File: config.mk
export PLATFORM = sky130hd
export DESIGN_NAME = ic_banked
export DESIGN_NICKNAME = d
export VERILOG_FILES = /design/src/rtl/ic_pkg.sv /design/src/rtl/ic_decode.sv /design/src/rtl/ic_bank.sv /design/src/rtl/ic_banked.sv
export SDC_FILE = /design/constraint.sdc
export NUM_CORES = 1
export LEC_CHECK = 0
export BUFFER_PORTS_ARGS = -buffer_cell sky130_fd_sc_hd__buf_4
export CORE_MARGIN = 2
export CORE_UTILIZATION = 35
export CTS_BUF_LIST = sky130_fd_sc_hd__clkbuf_4 sky130_fd_sc_hd__clkbuf_8
export DETAILED_ROUTE_END_ITERATION = 7
export PLACE_DENSITY = 0.56
export SLEW_MARGIN = 20
export SYNTH_ARGS = -nofsm -noshare
export SYNTH_HDL_FRONTEND = slang
export SYNTH_SLANG_ARGS = --single-unit
File: constraint.sdc
create_clock -name clk_i -period 1.81 [get_ports clk_i]
set_input_delay 0.2715 -clock clk_i [delete_from_list [all_inputs] [get_ports clk_i]]
set_output_delay 0.2715 -clock clk_i [all_outputs]
set_load 0.005 [all_outputs]
File: src/rtl/ic_pkg.sv
package ic_pkg;
  localparam int unsigned BANK_W    = 32;
  localparam int unsigned SPAN      = 16;  // bytes per bank

  typedef enum logic [1:0] {
    REG_EVENT  = 2'd0,
    REG_ENABLE = 2'd1,
    REG_ACK    = 2'd2,
    REG_LEVEL  = 2'd3
  } reg_sel_e;

  // bank 0 sits highest, later banks step down by one span
  function automatic int unsigned bank_base(int unsigned num_banks, int unsigned b);
    return (num_banks - b) * SPAN;
  endfunction
endpackage

File: src/rtl/ic_decode.sv
module ic_decode
  import ic_pkg::*;
#(
  parameter int unsigned NUM_BANKS = 2,
  parameter int unsigned ADDR_W    = 6
) (
  input  logic [ADDR_W-1:0]    addr_i,
  output logic [NUM_BANKS-1:0] hit_o,
  output reg_sel_e             sel_o
);
  localparam int unsigned LO = $clog2(SPAN);

  assign sel_o = reg_sel_e'(addr_i[3:2]);

  for (genvar b = 0; b < NUM_BANKS; b++) begin : g_hit
    localparam logic [ADDR_W-1:0] BASE = ADDR_W'(bank_base(NUM_BANKS, b));
    assign hit_o[b] = (addr_i[ADDR_W-1:LO] == BASE[ADDR_W-1:LO]);
  end
endmodule

File: src/rtl/ic_bank.sv
module ic_bank
  import ic_pkg::*;
#(
  parameter int unsigned W        = 32,
  parameter logic [W-1:0] LVL_MASK = '0
) (
  input  logic         clk_i,
  input  logic         rst_ni,
  input  logic [W-1:0] lines_i,
  input  logic         hit_i,
  input  logic         we_i,
  input  reg_sel_e     sel_i,
  input  logic [W-1:0] wdata_i,
  output logic [W-1:0] rdata_o,
  output logic         req_o
);
  logic [W-1:0] line_q, event_q, enable_q;
  logic [W-1:0] rise, set_ev, ack_bits;
  logic         en_we;

  assign rise     = lines_i & ~line_q;
  assign set_ev   = rise & enable_q & ~LVL_MASK;
  assign ack_bits = (hit_i && we_i && sel_i == REG_ACK) ? wdata_i : '0;
  assign en_we    = hit_i && we_i && sel_i == REG_ENABLE;

  always_ff @(posedge clk_i or negedge rst_ni) begin
    if (!rst_ni) begin
      line_q   <= '0;
      event_q  <= '0;
      enable_q <= '0;
    end else begin
      line_q  <= lines_i;
      // new edge wins over a same-cycle ack
      event_q <= (event_q & ~ack_bits) | set_ev;
      if (en_we) enable_q <= wdata_i;
    end
  end

  always_comb begin
    rdata_o = '0;
    if (hit_i) begin
      unique case (sel_i)
        REG_EVENT:  rdata_o = event_q;
        REG_ENABLE: rdata_o = enable_q;
        REG_ACK:    rdata_o = '0;
        REG_LEVEL:  rdata_o = lines_i;
        default:    rdata_o = '0;
      endcase
    end
  end

  assign req_o = |((event_q | (lines_i & LVL_MASK)) & enable_q);

  // an event bit only drops after an ack of that bit
  assert_hold_until_ack_R3: assert property (@(posedge clk_i) disable iff (!rst_ni)
    ((~event_q & $past(event_q) & ~$past(ack_bits)) == '0));
  // a newly set event bit must have been enabled
  assert_disabled_ignored_R4: assert property (@(posedge clk_i) disable iff (!rst_ni)
    ((event_q & ~$past(event_q) & ~$past(enable_q)) == '0));
  // edge captured in the ack cycle survives
  assert_edge_beats_ack_R7: assert property (@(posedge clk_i) disable iff (!rst_ni)
    (($past(set_ev) & ~event_q) == '0));
  assert_level_no_latch_R8: assert property (@(posedge clk_i) disable iff (!rst_ni)
    ((event_q & LVL_MASK) == '0));
  assert_enable_readback_R10: assert property (@(posedge clk_i) disable iff (!rst_ni)
    en_we |=> (enable_q == $past(wdata_i)));
  assert_no_req_when_masked_R12: assert property (@(posedge clk_i) disable iff (!rst_ni)
    (enable_q == '0) |-> !req_o);
endmodule

File: src/rtl/ic_banked.sv
module ic_banked
  import ic_pkg::*;
#(
  parameter int unsigned NUM_BANKS = 2,
  parameter logic [NUM_BANKS*BANK_W-1:0] LEVEL_MASK = 64'h0000_0000_1ff0_0000,
  localparam int unsigned ADDR_W = $clog2(SPAN * (NUM_BANKS + 2)),
  localparam int unsigned NSRC   = NUM_BANKS * BANK_W
) (
  input  logic              clk_i,
  input  logic              rst_ni,
  input  logic [ADDR_W-1:0] addr_i,
  input  logic              we_i,
  input  logic [BANK_W-1:0] wdata_i,
  output logic [BANK_W-1:0] rdata_o,
  input  logic [NSRC-1:0]   src_i,
  output logic              irq_o
);
  logic [NUM_BANKS-1:0] hit, req;
  reg_sel_e             sel;
  logic [BANK_W-1:0]    bank_rd [NUM_BANKS];
  logic                 irq_q;

  ic_decode #(.NUM_BANKS(NUM_BANKS), .ADDR_W(ADDR_W)) u_decode (
    .addr_i (addr_i),
    .hit_o  (hit),
    .sel_o  (sel)
  );

  for (genvar b = 0; b < NUM_BANKS; b++) begin : g_bank
    ic_bank #(.W(BANK_W), .LVL_MASK(LEVEL_MASK[b*BANK_W +: BANK_W])) u_bank (
      .clk_i   (clk_i),
      .rst_ni  (rst_ni),
      .lines_i (src_i[b*BANK_W +: BANK_W]),
      .hit_i   (hit[b]),
      .we_i    (we_i),
      .sel_i   (sel),
      .wdata_i (wdata_i),
      .rdata_o (bank_rd[b]),
      .req_o   (req[b])
    );
  end

  always_comb begin
    rdata_o = '0;
    for (int b = 0; b < NUM_BANKS; b++) rdata_o |= bank_rd[b];
  end

  always_ff @(posedge clk_i or negedge rst_ni) begin
    if (!rst_ni) irq_q <= 1'b0;
    else         irq_q <= |req;
  end
  assign irq_o = irq_q;

  assert_unmapped_reads_zero_R13: assert property (@(posedge clk_i) disable iff (!rst_ni)
    (hit == '0) |-> (rdata_o == '0));
  assert_one_bank_hit_R2: assert property (@(posedge clk_i) disable iff (!rst_ni)
    $onehot0(hit));
endmodule

==> flow_metrics.tcl <==
set metrics [dict create \
    drive_gt1_share_pct 37.0 \
    p_sw_share_pct 30.0 \
    rows 56 \
    initial_core_util_pct 35.3 \
    synthCells 741 \
    hpwl_mm 17.9 \
    gp_congestion 0.782 \
    finalClockSkew_ns 0.0118 \
    cellLeakagePower_nw 5.21 \
    max_slew_margin_pct 68.9 \
    pwr-share-clk_pct 25.1 \
    ys_ff_latch 184 \
    status "complete, but fails checks" \
    drc 0 \
    syn_to_final_growth_pct 44.3 \
    synth.yosys.seq_area_share_pct 55.8 \
    vias 7127 \
    cts_inserted_buffers 17 \
    nets 1143 \
    clkTransAtPathRegs_ns 0.09 \
    setup_slack_ns -0.101 \
    pwr-share-seq_pct 46.0 \
    cts.sinks 184 \
    slowest_delay_ns 0.51 \
    grt_use_total_pct 22.0 \
    hold_viol_final 0 \
    rsz0062_at_grt "true" \
    nFillCells 2102 \
    p_per_area_mw_per_mm2 980 \
    crit_top_cell "or4_1" \
    h-tree-depth 4 \
    r2r_start "g_bank[1].u_bank.enable_q[10]" \
    critical_path_peak_fanout 2 \
    cp.required_ns 2.16 \
    routed_wl_mm 26.5 \
    path_class "flop to flop" \
    dieArea_mm2 0.0248 \
    synth_warnings 0 \
    critPathLaunchType "flop" \
    netlist_area_mm2 0.00825 \
    whs_ns 0.0165 \
    fin_util_pct 51.0 \
    switching_power_w 0.00349 \
    maxCapViolCount 0 \
    crit_start "g_bank[1].u_bank.enable_q[10]" \
    dr.first_iter.drc_count 415 \
    crit_chain "buf_4 -> a22oi_2 -> nand4_1 -> or4_1 -> or4_1" \
    clock_path_buffers 2 \
    tightestPinTransition_ns 0.466 \
    yosysUniqueCellTypes 27 \
    combPwrFrac_pct 29.0 \
    fin_crit_ns 1.91 \
    violations "negative setup slack" \
    cts_tree "done" \
    min-delay-start "wdata_i[22]" \
    gr-total-overflow 0 \
    hp-class "primary input to flop" \
    internal_power_w 0.00816 \
    grt_pass1_vias 7043 \
    dr.pass1.iters 5 \
    critPathBufInv 1 \
    cts_root_buffer "clkbuf_8" \
    wire_per_inst_um 19.4 \
    ant_nets 0 \
    routed_via_density 5.20 \
    coreArea_mm2 0.0233 \
    fp.dieH_um 157 \
    max_freq_mhz 523 \
    grt_max_degree 46 \
    critPathCaptureType "flop" \
    fin_crit_sh_pct 106 \
    antenna_found_initial 0 \
    finalSetupTns_ns -0.633 \
    grt_pass1_wl_mm 41.0 \
    setup_viol 14 \
    ios 138 \
    insertedDiodeCount 0 \
    crit_family "simple AND/OR/NAND/NOR gates" \
    die_x_um 157 \
    critPathArrivalTime_ns 2.26 \
    synth_nets 846 \
    io_buffers 135 \
    irDropWorstVdd_v 0.000502 \
    insertion_delay_ns 0.48 \
    avgSynthCellArea_um2 11.1 \
    dpl_worst_slack_ns -0.0484 \
    slowest_stage "or4_1" \
    slew_violations 0 \
]
flip-flops by register name, indices dropped and copies added, names as in the netlist:
name	cells
g_bank.u_bank.line_q	55
g_bank.u_bank.event_q	64
irq_o	1
g_bank.u_bank.enable_q	64
cells in the final DEF, fill, tap and decap left out, drive strengths merged:
cell         synthesis  routed
clkinv               0       2
a222oi               1       1
a32o                 2       2
or4                  2       2
a221oi               9       9
clkbuf              22      22
dfrtp              184     184
clkinvlp             0       4
bufinv               0       2
a21boi               9       9
nand2b               2       2
o21ai                9       9
dlygate4sd3          0      62
nand3b               2       2
inv                  2       4
nor2                68      68
buf                 19     257
o22ai               32      32
o2bb2ai             53      53
a21oi               64      64
nand3                1       1
nand4                6       6
nand2              108     108
and2                 1       1
a22oi                8       8
a22o                 9       9
mux2                64      64
mux2i               64      64
final timing paths:
check,end,slack [ns],depth (start not counted)
worst min-delay path,g_bank[0].u_bank.event_q[22],0.02,2
min in group asynchronous,g_bank[1].u_bank.line_q[5],0.28,2
worst max-delay path,irq_o,-0.10,5
worst min register to register,g_bank[0].u_bank.event_q[30],0.41,1
max in group asynchronous,g_bank[1].u_bank.event_q[17],0.84,3
worst max register to register,irq_o,-0.10,5
cells by family after synthesis:
group / synth area share (%)
AO/OA/AOI/OAI: 16.4
AND/OR/NAND/NOR: 9.12
flip-flops: 55.8
multiplexers: 16.5
buffers and inverters: 2.15
cell usage after synthesis, drive strengths merged:
library cell  count  share of area (%)
clkbuf           22                1.0
nor2             68                3.1
nand4             6               0.46
inv               2              0.091
o22ai            32                2.4
a32o              2               0.24
a222oi            1               0.12
nand2b            2               0.15
a221oi            9               0.96
a21boi            9               0.82
o21ai             9               0.55
o2bb2ai          53                5.6
nand3             1              0.061
a22oi             8               0.79
dfrtp           184                 56
mux2             64                8.7
buf              19                1.1
nand2           108                4.9
a22o              9               0.96
a21oi            64                3.9
and2              1              0.076
or4               2               0.18
mux2i            64                7.8
nand3b            2               0.18
layout make-up:
class	count	area, um^2	share of cell area [%]
repair buffers	319	2850	23.9
clock inverters	10	118	0.988
flip-flops and latches	184	4610	38.7
well taps	319	399	3.35
inverters	2	7.51	0.0631
clock buffers	22	290	2.44
multi-input cells	514	3630	30.5
power groups by stage:
stage / combinational, W / clock, W / sequential, W
floorplan: 0.00138 / 0 / 0.00528
detailed placement: 0.00268 / 0 / 0.00544
CTS: 0.00301 / 0.00299 / 0.00539
global placement: 0.00264 / 0 / 0.00543
finish: 0.00338 / 0.00292 / 0.00536
global route: 0.00366 / 0.00319 / 0.00545
metal layers:
layer  wire (um)  share of wire (%)  vias up  GRT usage [%]
li1            -                  -     3298              -
met1       12900                 49     3636           32.7
met2       12400                 47      178           33.6
met3        1100                4.2       15           3.66
met4         178               0.67        0           5.19
met5           0                  0        -              0
metrics by stage:
step           total power [W]  area, um^2  instances
2_1_floorplan          0.00665        8250        741
3_3_place_gp           0.00807       10300       1228
3_5_place_dp           0.00811       10300       1228
4_1_cts                 0.0114       11500       1334
5_1_grt                 0.0123       11900       1370
6_report                0.0117       11900       1370
what timing repair did:
action | in CTS | in global routing
endpoints found under the hold margin | 100 | 1
endpoints found under the setup margin | 25 | 33
buffers inserted | 18 | 35
hold buffers | 61 | 1
cloned | 0 | 0
resized for setup | 35 | 25
pin swaps | 21 | 32
No activity file was read; power rests on OpenSTA's default activity.
